==> config.mk <==
export PLATFORM = sky130hd
export DESIGN_NAME = irq_aggregator
export DESIGN_NICKNAME = d
export VERILOG_FILES = /design/src/rtl/irq_aggregator_pkg.sv /design/src/rtl/irqagg_mask_bank.sv /design/src/rtl/irqagg_pending.sv /design/src/rtl/irqagg_read_mux.sv /design/src/rtl/irq_aggregator.sv
export SDC_FILE = /design/constraint.sdc
export NUM_CORES = 1
export LEC_CHECK = 0
export ABC_AREA = 1
export CAP_MARGIN = 5
export CORE_UTILIZATION = 68
export DETAILED_ROUTE_END_ITERATION = 16
export DONT_BUFFER_PORTS = 1
export GPL_TIMING_DRIVEN = 0
export PLACE_DENSITY = 0.84
export SLEW_MARGIN = 40
export SYNTH_ARGS = -nofsm -noshare
export SYNTH_HDL_FRONTEND = slang
export SYNTH_SLANG_ARGS = --single-unit
==> constraint.sdc <==
create_clock -name clk -period 2.1 [get_ports clk]
set_input_delay 0.315 -clock clk [delete_from_list [all_inputs] [get_ports clk]]
set_output_delay 0.315 -clock clk [all_outputs]
set_load 0.02 [all_outputs]
==> src/rtl/irq_aggregator_pkg.sv <==
package irq_aggregator_pkg;

    localparam int BYTE_W  = 8;
    localparam int ACK_IDX = 4;

    typedef enum logic [2:0] {
        SEL_PMASK = 3'd0,
        SEL_PSTAT = 3'd1,
        SEL_PACK  = 3'd2,
        SEL_SMASK = 3'd3,
        SEL_SSTAT = 3'd4,
        SEL_SACK  = 3'd5
    } reg_sel_e;

    typedef struct packed {
        logic              valid;
        reg_sel_e          sel;
        logic [BYTE_W-1:0] data;
    } bus_wr_t;

    function automatic logic is_write(bus_wr_t w, reg_sel_e s);
        return w.valid && (w.sel == s);
    endfunction

endpackage

==> src/rtl/irqagg_mask_bank.sv <==
module irqagg_mask_bank
    import irq_aggregator_pkg::*;
#(
    parameter int DW = 8
) (
    input  logic          clk,
    input  logic          rst,
    input  bus_wr_t       wr_i,
    output logic [DW-1:0] en_q_o,
    output logic [DW-1:0] en_d_o,
    output logic [DW-1:0] sec_q_o
);
    logic [DW-1:0] en_q, en_d, sec_q, sec_d;

    always_comb begin
        en_d  = en_q;
        sec_d = sec_q;
        if (is_write(wr_i, SEL_PMASK)) en_d  = ~wr_i.data[DW-1:0];
        if (is_write(wr_i, SEL_SMASK)) sec_d = wr_i.data[DW-1:0];
    end

    always_ff @(posedge clk) begin
        if (rst) begin
            en_q  <= '0;
            sec_q <= '0;
        end else begin
            en_q  <= en_d;
            sec_q <= sec_d;
        end
    end

    assign en_q_o  = en_q;
    assign en_d_o  = en_d;
    assign sec_q_o = sec_q;

    AST_MASK_INVERT: assert property (@(posedge clk) disable iff (rst)
        (wr_i.valid && wr_i.sel == SEL_PMASK) |=> (en_q == ~$past(wr_i.data[DW-1:0])));

    AST_MASK_HOLD: assert property (@(posedge clk) disable iff (rst)
        (!(wr_i.valid && wr_i.sel == SEL_PMASK)) |=> $stable(en_q));
endmodule

==> src/rtl/irqagg_pending.sv <==
module irqagg_pending
    import irq_aggregator_pkg::*;
#(
    parameter int NSRC = 8
) (
    input  logic               clk,
    input  logic               rst,
    input  logic [NSRC-1:0]    set_i,
    input  logic [NSRC-1:0]    clr_i,
    input  logic               ack_v_i,
    input  logic [ACK_IDX-1:0] ack_idx_i,
    output logic [NSRC-1:0]    pend_q_o,
    output logic [NSRC-1:0]    pend_d_o
);
    logic [NSRC-1:0] pend_q, pend_d, ack_vec;

    for (genvar g = 0; g < NSRC; g++) begin : g_bit
        assign ack_vec[g] = ack_v_i && (ack_idx_i == ACK_IDX'(g));
        assign pend_d[g]  = set_i[g] | (pend_q[g] & ~clr_i[g] & ~ack_vec[g]);
    end

    always_ff @(posedge clk) begin
        if (rst) pend_q <= '0;
        else     pend_q <= pend_d;
    end

    assign pend_q_o = pend_q;
    assign pend_d_o = pend_d;

    AST_SET_WINS: assert property (@(posedge clk) disable iff (rst)
        (|set_i) |=> ((pend_q & $past(set_i)) == $past(set_i)));

    AST_CLR_TAKES: assert property (@(posedge clk) disable iff (rst)
        (|(clr_i & ~set_i)) |=> ((pend_q & $past(clr_i & ~set_i)) == '0));

    AST_ACK_RANGE: assert property (@(posedge clk) disable iff (rst)
        (ack_v_i && int'(ack_idx_i) >= NSRC && set_i == '0 && clr_i == '0) |=> $stable(pend_q));
endmodule

==> src/rtl/irqagg_read_mux.sv <==
module irqagg_read_mux
    import irq_aggregator_pkg::*;
#(
    parameter int DW  = 8,
    parameter int RDW = 64
) (
    input  reg_sel_e       sel_i,
    input  logic           wide_i,
    input  logic [DW-1:0]  en_i,
    input  logic [DW-1:0]  pend_i,
    input  logic [DW-1:0]  sec_i,
    output logic [RDW-1:0] rdata_o
);
    logic [DW-1:0] byte_val;

    always_comb begin
        unique case (sel_i)
            SEL_PMASK: byte_val = ~en_i;
            SEL_PSTAT: byte_val = pend_i;
            SEL_SMASK: byte_val = sec_i;
            default:   byte_val = '0;
        endcase
    end

    always_comb begin
        rdata_o = '0;
        if (wide_i) begin
            if (sel_i == SEL_PSTAT) rdata_o[DW-1:0] = pend_i;
        end else begin
            rdata_o[DW-1:0] = byte_val;
        end
    end
endmodule

==> src/rtl/irq_aggregator.sv <==
module irq_aggregator
    import irq_aggregator_pkg::*;
#(
    parameter int DW  = 8,
    parameter int RDW = 64,
    parameter int AW  = 3
) (
    input  logic           clk,
    input  logic           rst,
    input  logic           wr_en,
    input  logic           rd_wide,
    input  logic [AW-1:0]  addr,
    input  logic [DW-1:0]  wdata,
    output logic [RDW-1:0] rdata,
    input  logic [DW-1:0]  set_i,
    input  logic [DW-1:0]  clr_i,
    output logic           irq_o
);
    localparam int NSRC = DW;

    bus_wr_t         wr;
    reg_sel_e        sel;
    logic [DW-1:0]   en_q, en_d, sec_q, pend_q, pend_d;
    logic            irq_q;

    assign sel      = reg_sel_e'(addr[2:0]);
    assign wr.valid = wr_en;
    assign wr.sel   = sel;
    assign wr.data  = BYTE_W'(wdata);

    irqagg_mask_bank #(.DW(DW)) u_mask (
        .clk(clk), .rst(rst), .wr_i(wr),
        .en_q_o(en_q), .en_d_o(en_d), .sec_q_o(sec_q)
    );

    irqagg_pending #(.NSRC(NSRC)) u_pend (
        .clk(clk), .rst(rst), .set_i(set_i), .clr_i(clr_i),
        .ack_v_i(is_write(wr, SEL_PACK)), .ack_idx_i(wdata[ACK_IDX-1:0]),
        .pend_q_o(pend_q), .pend_d_o(pend_d)
    );

    irqagg_read_mux #(.DW(DW), .RDW(RDW)) u_rd (
        .sel_i(sel), .wide_i(rd_wide), .en_i(en_q), .pend_i(pend_q),
        .sec_i(sec_q), .rdata_o(rdata)
    );

    always_ff @(posedge clk) begin
        if (rst) irq_q <= 1'b0;
        else     irq_q <= |(pend_d & en_d);
    end

    assign irq_o = irq_q;

    AST_IRQ_LEVEL: assert property (@(posedge clk) disable iff (rst)
        irq_o == (|(pend_q & en_q)));

    AST_MASK_RAISE: assert property (@(posedge clk) disable iff (rst)
        (wr_en && sel == SEL_PMASK && (|(pend_q & ~wdata)) && set_i == '0 && clr_i == '0) |=> irq_o);

    AST_ACK_DROP: assert property (@(posedge clk) disable iff (rst)
        (wr_en && sel == SEL_PACK && int'(wdata[ACK_IDX-1:0]) < NSRC && set_i == '0 && clr_i == '0)
        |=> !pend_q[$past(wdata[2:0])]);
endmodule

== Word level (Yosys, flattened, before mapping) ==
Cells that the tools add are included.
Word-level totals
  register bits: 25
  bits of input ports: 31
  output and inout port bits: 65
  word-level logic and storage cells: 75
Cells by class
  eq/ne operators: 10
  multiplexer cells: 4
  bitwise gates (word level): 43
  reductions and logical operators: 14
Operator list (count)
  two-way mux 8 bit: 3
  one-hot mux 8 bit (3 select lines): 1
  bitwise AND 1 bit: 16
  == test 4 x 3 -> 1 bit, second input constant: 4
  NOT 1 bit: 16
  NOT 8 bit: 2
  logical AND 1 bit: 11
  bitwise AND 8 bit: 1
  == test 4 x 2 -> 1 bit, second input constant: 2
  OR 1 bit: 8
  OR reduction 8 bit: 1
  == test 3 x 2 -> 1 bit, second input constant: 2
  == test 4 x 1 -> 1 bit, second input constant: 1
  zero test 4 bit: 1
  == test 3 x 1 -> 1 bit, second input constant: 1
  zero test 3 bit: 1

== Logic depth before layout (Yosys ltp) ==
Gate-level depths: netlist of the first run.
  word-level depth: 8
  mapped depth: 10
  gate-level depth less buffers: 10

== Hierarchy ==
Synthesis of the first run repeated with hierarchy kept, for this count alone.
Second synthesis, totals
  cell total of the unflattened synthesis: 331
  area, all modules: 2035.7 µm²
Modules (own cells, without submodules)
  irqagg_read_mux: instances 1, cells each 121, area each 754.5 µm², seq. area each 0.0 µm²
  irqagg_mask_bank: instances 1, cells each 115, area each 737.0 µm², seq. area each 320.3 µm²
  irqagg_pending: instances 1, cells each 77, area each 457.9 µm², seq. area each 160.2 µm²
  irq_aggregator: instances 1, cells each 18, area each 86.3 µm², seq. area each 20.0 µm²

== Worst setup path before layout of the first run ==
OpenSTA, ideal clock, no wires.
  path type: input-to-output
  start: input addr[2]
  end: output rdata[0]
  arrival time: 1.253 ns
  data required time: 1.785 ns
  slack: 0.532 ns
  stages on the path: 7
  buffers on the path: 0
  path through: inv_1 -> nand3_1 -> inv_1 -> nand2_1 -> o21ai_0 -> inv_1 -> o21ai_0
Between the ends
  cells in the longest elaborated chain, start to end: 3
  elaborated cells on any way between the ends: 6
  classes of those cells: 2 x eq/ne; 3 x mux; 1 x reduce/logical
RTL lines
  start, declared: line irq_aggregator.sv:12  | input logic [AW-1:0] addr,
  == test 3 x 2 -> 1 bit, or another cell as far along: line irqagg_read_mux.sv:17  | unique case (sel_i)
  one-hot mux 8 bit (3 select lines) or two-way mux 8 bit (tied branches): line irqagg_read_mux.sv:17, irqagg_read_mux.sv:28
  two-way mux 8 bit (*): line irqagg_read_mux.sv:27  | if (wide_i) begin
  end, declared: line irq_aggregator.sv:14  | output logic [RDW-1:0] rdata,
Mark *: on every way between the ends. The rest lies on a longest branch, timed or not.

== Worst setup path in the final report of the first run ==
  start: input addr[2]
  end: output rdata[3]
Same word-level chain as after synthesis.

==> impl_metrics.toml, run 1 <==
[status]
status = "finished, final reports clean"

[global_routing]
grt_max_degree = 16
grt_overflow = 0
grt_pass1_vias = 1372
antenna_found_initial = 0
grt_usage = 0.2723
grt_first_pass_wirelength_um = 5616

[detailed_routing]
postRouteWirelength_um = 3719
viasPerCell = 4.526
antenna_left = 0
num_vias = 1679
wl_per_cell_um = 10.02
drc_errors = 0
drt_pass1_iterations = 4
drt_iter0_drc = 39

[critical_path]
crit_path_end_kind = "output port"
arrival_ns = 1.47
required_ns = 1.78
critPathKind = "primary input to output port"
critPathMaxFanout = 8
critPathLaunchType = "primary input"
r2r_cells = 8

[sta]
setup_viol = 0
fin_skew_ns = 0.006790
fin_crit_sh = 0.8478
hold_viol = 0
final.setup.tns_ns = 0
grt_setup_unrepaired = "no"
maxSlewHeadroom = 0.5045
postLayoutSetupSlackWorst_ns = 0.3196
tightestPinTransition_ns = 0.7355
fmax_mhz = 561.7
finalCriticalPeriod_ns = 1.780
slew_violations = 0

[clock_tree]
htreeDepth = 1
clock_latency_ns = 0.33
cts_resized = 0
holdBufCountCts = 0
postCtsSetupBuffers = 0
clkTransAtPathRegs_ns = 0.14
root_buffer = "clkbuf_4"
clk_path_buf_depth = 2
cts_sinks = 25
cts_buffers = 3
tritoncts = "yes"

[logic_synthesis]
synth_compound_area_frac = 0.1347
synth-simple-area-share = 0.2484
synth_seq_cells = 25
synth_warnings = 0
synthAdderAreaFrac = 0
syn_area_per_cell_um2 = 6.358
synth_area_mm2 = 0.001793
synthMuxAreaShare = 0
yosys.area_share.xor_xnor = 0
yosysTopAreaCell = "dfxtp_1"
ys_types = 20
synthCells = 282
ys_top_cells_by_area = "dfxtp_1, buf_4, nand2_1"
netlist.area_leader.share = 0.2791
ys_seq_area_frac = 0.2791
synth_top_family_by_area = "buffers and inverters"

[floorplan]
core_mm2 = 0.002477
rows = 18
design.die.area_mm2 = 0.002846
die_w_um = 53.35
initial_core_util = 0.7237
io_pins = 96
die_h_um = 53.35

[placed_design]
port_buffers = 0
dpl_cell_area_mm2 = 0.002042
dp.cells = 367
post-place-ws_ns = 0.2953
hpwl_um = 2986
place_congestion = 0.9354

[power_and_ir_drop]
clock_power_share = 0.223
power.internal_mw = 0.6707
combPwrFrac = 0.280
power_density_mw_per_mm2 = 491.1
power_leakage_nw = 1.101
p_sw_frac = 0.3410
p_sw_mw = 0.3470
p_seq_frac = 0.497
ir_drop_mv = 0.5638

[final_layout]
design_area_mm2 = 0.002072
n_fill_cell = 181
nNetsFinal = 373
areaGrowthSynthToFinish_pct = 15.56
diodes = 0
drive_above_1_share = 0.2170
final_cells = 371

[min_path]
worstHoldPathType = "primary input to flip-flop"
hold_path_depth = 2

[job]
maxCapViolCount = 0
==> metrics by stage <==
stage          hold slack [ns]  utilization  total power [mW]
2_1_floorplan           0.4397            -            0.7714
3_3_place_gp            0.4490       0.8222            0.7902
3_5_place_dp            0.4522       0.8242            0.7938
4_1_cts                 0.1111       0.8364             1.006
5_1_grt                 0.1122       0.8364             1.063
6_report                0.1104       0.8364             1.018
==> path summary, 6_finish.rpt <==
path / from / to / slack (ns)
max reg2reg: u_pend.pend_q_o[3] / irq_o / 1.09
min reg2reg: u_mask.sec_q_o[6] / u_mask.sec_q_o[6] / 0.47
max: addr[2] / rdata[3] / 0.32
min: wdata[4] / u_mask.sec_q_o[4] / 0.11
==> synthesized netlist by cell type <==
| cell type | count |
|---|---|
| nand2_1 | 77 |
| buf_4 | 56 |
| inv_1 | 41 |
| nor2_1 | 30 |
| dfxtp_1 | 25 |
| o21ai_0 | 18 |
| a21oi_1 | 12 |
| o21ai_2 | 6 |
| a211oi_1 | 4 |
| clkbuf_1 | 2 |
| nor2_2 | 2 |
| a21oi_2 | 1 |
| buf_1 | 1 |
| buf_2 | 1 |
| buf_6 | 1 |
| conb_1 | 1 |
| nand3_1 | 1 |
| nand3_2 | 1 |
| nor2_4 | 1 |
| nor3_1 | 1 |
==> flip-flops by register name, summed over array words and instances (netlist names) <==
| signal | cells |
|---|---|
| u_mask.en_q_o | 8 |
| u_mask.sec_q_o | 8 |
| irq_o | 1 |
| u_pend.pend_q_o | 8 |
==> layout by cell type, fill, tap and decap left out <==
cell type	n
buf_6	1
buf_1	1
buf_2	1
nor2_1	30
a21oi_1	12
buf_4	56
inv_1	41
nor2_4	1
o21ai_0	18
clkbuf_1	2
nand3_2	1
nor3_2	1
o21ai_2	6
nand3_1	1
a21oi_2	1
a211oi_1	4
nand2_1	77
dfxtp_1	25
nor2_2	2
conb_1	56
clkinvlp_4	1
clkbuf_4	3
==> power groups by stage <==
stage	sequential, mW	clock, mW	combinational, mW
after CTS	0.505	0.222	0.279
after detailed placement	0.516	0	0.278
after global routing	0.508	0.241	0.314
final	0.506	0.227	0.285
after floorplan	0.513	0	0.258
after global placement	0.516	0	0.275
==> metal layers <==
layer / track usage / wire (um)
met4: 0.1096 / 54
met3: 0.03448 / 425
met2: 0.4854 / 1835
met5: 0 / 0
met1: 0.3229 / 1404
==> worst max-delay path, cell delays in order <==
cell and delay [ns]:
nor2_2 0.12, nand2_1 0.19, o21ai_0 0.20, inv_1 0.05, o21ai_0 0.58
==> cell families (layout without fill, tap and decap cells) <==
kind of cell | count (synthesis) | after routing
and+or+nand+nor | 113 | 113
other | 1 | 56
DFF | 25 | 25
buffers and inverters | 102 | 106
AOI/OAI and AO/OA | 41 | 41
==> layout make-up <==
cell class | instances | area (um2) | area share
multi-input combinational | 210 | 902.1 | 0.4354
buffer | 61 | 447.9 | 0.2162
tap | 30 | 37.54 | 0.01812
clock buffer | 3 | 22.52 | 0.01087
clock inverter | 1 | 7.507 | 0.003623
inverter | 41 | 153.9 | 0.07428
sequential | 25 | 500.5 | 0.2415
(Power assumes the default switching activity.)
==> inputs of run 2 (changes only) <==
--- a/config.mk
+++ b/config.mk
@@ -7,11 +7,11 @@
 export LEC_CHECK = 0
 export ABC_AREA = 1
 export CAP_MARGIN = 5
-export CORE_UTILIZATION = 68
+export CORE_UTILIZATION = 63
 export DETAILED_ROUTE_END_ITERATION = 16
 export DONT_BUFFER_PORTS = 1
 export GPL_TIMING_DRIVEN = 0
-export PLACE_DENSITY = 0.84
+export PLACE_DENSITY = 0.79
 export SLEW_MARGIN = 40
 export SYNTH_ARGS = -nofsm -noshare
 export SYNTH_HDL_FRONTEND = slang
==> constraint.sdc (replaced) <==
create_clock -name clk -period 1.7 [get_ports clk]
set_input_delay 0.255 -clock clk [delete_from_list [all_inputs] [get_ports clk]]
set_output_delay 0.255 -clock clk [all_outputs]
set_load 0.02 [all_outputs]
==> run 2 against run 1 <==
  * Clock power up 22%
  * Clock skew fell by 0.0042 ns
  * Core utilization decreased by 3.8 points
  * Register-to-register slack lost 0.41 ns
  * Worst hold slack worse by 0.057 ns
  * Global-route usage shrank 2.3 points
  * Sequential power up 23%
  * Via count is 2.7% lower
  * Flip-flop and latch count unchanged
  * Die area grew 7.6%
  * Routed wire length is 2.3% higher
  * Critical path depth did not move
  * Critical path type unchanged
  * Critical endpoint is now rdata[2]
  * Largest cell class unchanged
==> impl_metrics.toml, run 2 (same netlist as run 1, synthesis figures left out) <==
[sta]
setup_viol = 0
fmax_mhz = 629.6
maxSlewHeadroom = 0.5612
slew_violations = 0
fin_skew_ns = 0.002561
fin_crit_sh = 0.9343
finalCriticalPeriod_ns = 1.588
tightestPinTransition_ns = 0.6547
final.setup.tns_ns = 0
grt_setup_unrepaired = "no"
hold_viol = 0
postLayoutSetupSlackWorst_ns = 0.1117

[detailed_routing]
viasPerCell = 4.402
drt_pass1_iterations = 6
drt_iter0_drc = 28
antenna_left = 0
postRouteWirelength_um = 3804
wl_per_cell_um = 10.25
num_vias = 1633
drc_errors = 0

[global_routing]
grt_max_degree = 14
grt_usage = 0.2491
grt_pass1_vias = 1408
antenna_found_initial = 0
grt_overflow = 0
grt_first_pass_wirelength_um = 6141

[final_layout]
drive_above_1_share = 0.2141
areaGrowthSynthToFinish_pct = 15.35
nNetsFinal = 373
diodes = 0
n_fill_cell = 229
final_cell_mix = "nand2_1, buf_4, conb_1, inv_1, nor2_1"
final_common_cell = "nand2_1"
postLayoutCoreUtil = 0.7986

[clock_tree]
htreeDepth = 1
clkTransAtPathRegs_ns = 0.13
cts_buffers = 3
clock_latency_ns = 0.33
postCtsSetupBuffers = 0
tritoncts = "yes"
cts_sinks = 25
holdBufCountCts = 0
clk_path_buf_depth = 2
root_buffer = "clkbuf_4"

[floorplan]
die_w_um = 55.35
initial_core_util = 0.6923
io_pins = 96
rows = 18
die_h_um = 55.35
core_mm2 = 0.002590
design.die.area_mm2 = 0.003063

[power_and_ir_drop]
power_density_mw_per_mm2 = 607.1
ir_drop_mv = 0.5924
combPwrFrac = 0.282
power_leakage_nw = 1.102
p_sw_mw = 0.4246
clock_power_share = 0.221
p_seq_frac = 0.497
power.internal_mw = 0.8311
p_sw_frac = 0.3381

[placed_design]
place_congestion = 0.8062
post-place-ws_ns = 0.009824
port_buffers = 0
hpwl_um = 2940

[critical_path]
crit_buf_inv = 1
crit_path_end_kind = "output port"
critPathKind = "primary input to output port"
required_ns = 1.44
cp_slowest_stage_delay_ns = 0.41
crit_family = "compound AO/OA/AOI/OAI gates"
arrival_ns = 1.33
critPathLaunchType = "primary input"
critPathMaxFanout = 8
cp_slowest_cell = "o21ai_1"
path_cells = "nor2_2 > nand2_1 > o21ai_0 > inv_1 > o21ai_1"

[job]
maxCapViolCount = 0

[status]
status = "finished, final reports clean"

[min_path]
worstHoldPathType = "primary input to flip-flop"
## run 2: changes by cell type in the layout (fill, tap and decap cells not counted)
cell        previous run  this run
clkinvlp_4             1         0
o21ai_0               18        10
o21ai_1                0         8
clkbuf_1               2         3
## run 2: worst reg2reg max path: stages, from the launching register on
cell and delay, ns:
dfxtp_1 0.33, nand2_1 0.06, o21ai_0 0.14, nand2_1 0.10, nand2_1 0.06, nor2_1 0.15, a21oi_2 0.07
## run 2: area by class of cell
class / count / area, um2 / area share
Tap cell: 30 / 37.54 / 0.01815
Sequential cell: 25 / 500.5 / 0.2420
Inverter: 41 / 153.9 / 0.07441
Multi-Input combinational cell: 210 / 902.1 / 0.4362
Clock buffer: 4 / 26.28 / 0.01270
Buffer: 61 / 447.9 / 0.2166
## run 2: path summary, 6_finish.rpt
| check | depth (start not counted) | endpoint | from | slack (ns) |
|---|---|---|---|---|
| min reg2reg | 2 | u_mask.sec_q_o[7] | u_mask.sec_q_o[7] | 0.47 |
| min | 2 | u_mask.sec_q_o[4] | wdata[4] | 0.05 |
| max | 5 | rdata[2] | addr[2] | 0.11 |
| max reg2reg | 6 | irq_o | u_mask.en_q_o[7] | 0.68 |
## run 2: per-layer routing
metal / track usage / routed length (um) / share of wire
met5: 0 / 0 / 0
met4: 0.09286 / 51 / 0.013
met3: 0.05152 / 346 / 0.091
met2: 0.4423 / 1896 / 0.50
met1: 0.2926 / 1509 / 0.40
## run 2: power by group through the flow
stage / sequential, mW / clock (mW) / combinational, mW
final: 0.623 / 0.278 / 0.354
after CTS: 0.623 / 0.280 / 0.348
after floorplan: 0.634 / 0 / 0.319
after detailed placement: 0.636 / 0 / 0.346
after global placement: 0.636 / 0 / 0.340
after global routing: 0.626 / 0.301 / 0.385
## run 2: per-stage QoR
step                      cells  hold WS (ns)  instance area (um2)  total power, mW
after global placement      367        0.4060                 2037           0.9761
after global routing        371       0.03853                 2068            1.312
after floorplan             337        0.4033                 1999           0.9530
after CTS                   371       0.05099                 2068            1.251
after detailed placement    367        0.4100                 2042           0.9818
final                       371       0.05346                 2068            1.256
## run 2: timing repair
| item | in CTS | in global routing |
|---|---|---|
| gates cloned | 0 | 0 |
| setup endpoints to repair | 1 | 7 |
| resized for setup | 1 | 7 |
==> inputs of run 3 (changes only) <==
--- a/config.mk
+++ b/config.mk
@@ -11,7 +11,7 @@
 export DETAILED_ROUTE_END_ITERATION = 16
 export DONT_BUFFER_PORTS = 1
 export GPL_TIMING_DRIVEN = 0
-export PLACE_DENSITY = 0.79
+export PLACE_DENSITY = 0.83
 export SLEW_MARGIN = 40
 export SYNTH_ARGS = -nofsm -noshare
 export SYNTH_HDL_FRONTEND = slang
==> constraint.sdc (replaced) <==
create_clock -name clk -period 1.7 [get_ports clk]
set_input_delay 0.255 -clock clk [delete_from_list [all_inputs] [get_ports clk]]
set_output_delay 0.255 -clock clk [all_outputs]
set_load 0.01 [all_outputs]
==> run 3 against run 2 <==
  * Maximum frequency is 0.55% higher
  * Die area stayed put
  * Via count is 0.61% higher
  * Worst hold slack worse by 0.00083 ns
  * Core utilization stayed put
  * Sequential power hardly changed
  * Register-to-register slack hardly changed
  * Sequential share of layout area stayed put
  * Cell count stayed put
  * Design area stayed put
  * Critical path depth stayed put
  * Clock-buffer cell count stayed put
  * Critical endpoint unchanged
  * Largest cell class unchanged
==> impl_metrics.toml, run 3 (same netlist as run 1, synthesis figures left out) <==
[critical_path]
r2r_cells = 6
crit_family = "compound AO/OA/AOI/OAI gates"
cp_common_cell = "o21ai_0"
arrival_ns = 1.32
crit_path_end_kind = "output port"
critPathMaxFanout = 8
r2r-start = "u_mask.en_q_o[7]"
crit_buf_inv = 1
rr_endpoint = "irq_o"
path_cells = "nor2_2 > nand2_1 > o21ai_0 > inv_1 > o21ai_0"
required_ns = 1.44
critPathLaunchType = "primary input"
cp_slowest_cell = "o21ai_0"
startpoint = "addr[2]"
cp_slowest_stage_delay_ns = 0.41
crit_cells = 5
critPathKind = "primary input to output port"
r2r_setup_slack_ns = 0.68
critPathCapture = "rdata[2]"

[detailed_routing]
drc_errors = 0
drt_iter0_drc = 32
wl_per_cell_um = 10.21
antenna_left = 0
num_vias = 1643
drt_pass1_iterations = 6
viasPerCell = 4.429
postRouteWirelength_um = 3788

[sta]
maxSlewHeadroom = 0.5692
finalCriticalPeriod_ns = 1.580
fmax_mhz = 633.1
grt_setup_unrepaired = "no"
fin_crit_sh = 0.9292
postLayoutSetupSlackWorst_ns = 0.1204
fin_skew_ns = 0.002905
slew_violations = 0
tightestPinTransition_ns = 0.6427
hold_viol = 0
setup_viol = 0

[clock_tree]
cts_resized = 0
clock_latency_ns = 0.33
cts_sinks = 25
tritoncts = "yes"
root_buffer = "clkbuf_4"
postCtsSetupBuffers = 0
holdBufCountCts = 0
clkTransAtPathRegs_ns = 0.13
cts_buffers = 3
clk_path_buf_depth = 2
htreeDepth = 1

[power_and_ir_drop]
power_density_mw_per_mm2 = 574.7
total_power_mw = 1.189
power_leakage_nw = 1.102
ir_drop_mv = 0.5574

[placed_design]
post-place-ws_ns = 0.2140
dpl_cell_area_mm2 = 0.002042
place_congestion = 0.8062
dp.cells = 367
hpwl_um = 2940
port_buffers = 0

[final_layout]
nNetsFinal = 373
drive_above_1_share = 0.2141
final_cell_mix = "nand2_1, buf_4, conb_1, inv_1, nor2_1"
areaGrowthSynthToFinish_pct = 15.35
final_cells = 371
diodes = 0
design_area_mm2 = 0.002068
final_common_cell = "nand2_1"
postLayoutCoreUtil = 0.7986

[status]
status = "finished, final reports clean"

[min_path]
worstHoldPathType = "primary input to flip-flop"

[floorplan]
die_h_um = 55.35
core_mm2 = 0.002590
initial_core_util = 0.6923
die_w_um = 55.35
design.die.area_mm2 = 0.003063
rows = 18
io_pins = 96

[global_routing]
antenna_found_initial = 0
grt_usage = 0.2491
grt_pass1_vias = 1408
grt_first_pass_wirelength_um = 6141
grt_max_degree = 14
grt_overflow = 0

[job]
maxCapViolCount = 0
## run 3: through the flow
stage                     TNS (ns)  hold slack (ns)
final                            0          0.05263
after CTS                        0          0.05099
after global placement     -0.2474           0.4060
after detailed placement         0           0.4100
after global routing             0          0.03853
after floorplan                  0           0.4033
## run 3: worst min-delay path by stage
stage                     startpoint                end  slack [ns]  cells past startpoint
after detailed placement    wdata[4]  u_mask.sec_q_o[4]        0.41                      2
final                       wdata[4]  u_mask.sec_q_o[4]        0.05                      2
after floorplan             wdata[4]  u_mask.sec_q_o[4]        0.40                      2
after global routing        wdata[6]  u_mask.sec_q_o[6]        0.04                      2
after CTS                   wdata[4]  u_mask.sec_q_o[4]        0.05                      2
after global placement      wdata[4]  u_mask.sec_q_o[4]        0.41                      2
## run 3: power breakdown
group | leakage [nW] | internal, mW | switching (mW)
Combinational | 0.882 | 0.125 | 0.164
Clock | 0.0150 | 0.0923 | 0.185
Sequential | 0.205 | 0.610 | 0.0120
Total | 1.10 | 0.827 | 0.361
## run 3: cell type report
type | instances | area, um2
Buffer | 61 | 447.9
Multi-Input combinational cell | 210 | 902.1
Tap cell | 30 | 37.54
Fill cell | 229 | 521.8
Clock buffer | 4 | 26.28
Sequential cell | 25 | 500.5
Inverter | 41 | 153.9
## run 3: layer usage
| layer | vias to the layer above | share of wire | GRT usage |
|---|---|---|---|
| met1 | 677 | 0.38 | 0.2926 |
| met2 | 98 | 0.49 | 0.4423 |
| met5 | - | 0 | 0 |
| met4 | 0 | 0.019 | 0.09286 |
| met3 | 8 | 0.10 | 0.05152 |
| li1 | 860 | - | - |
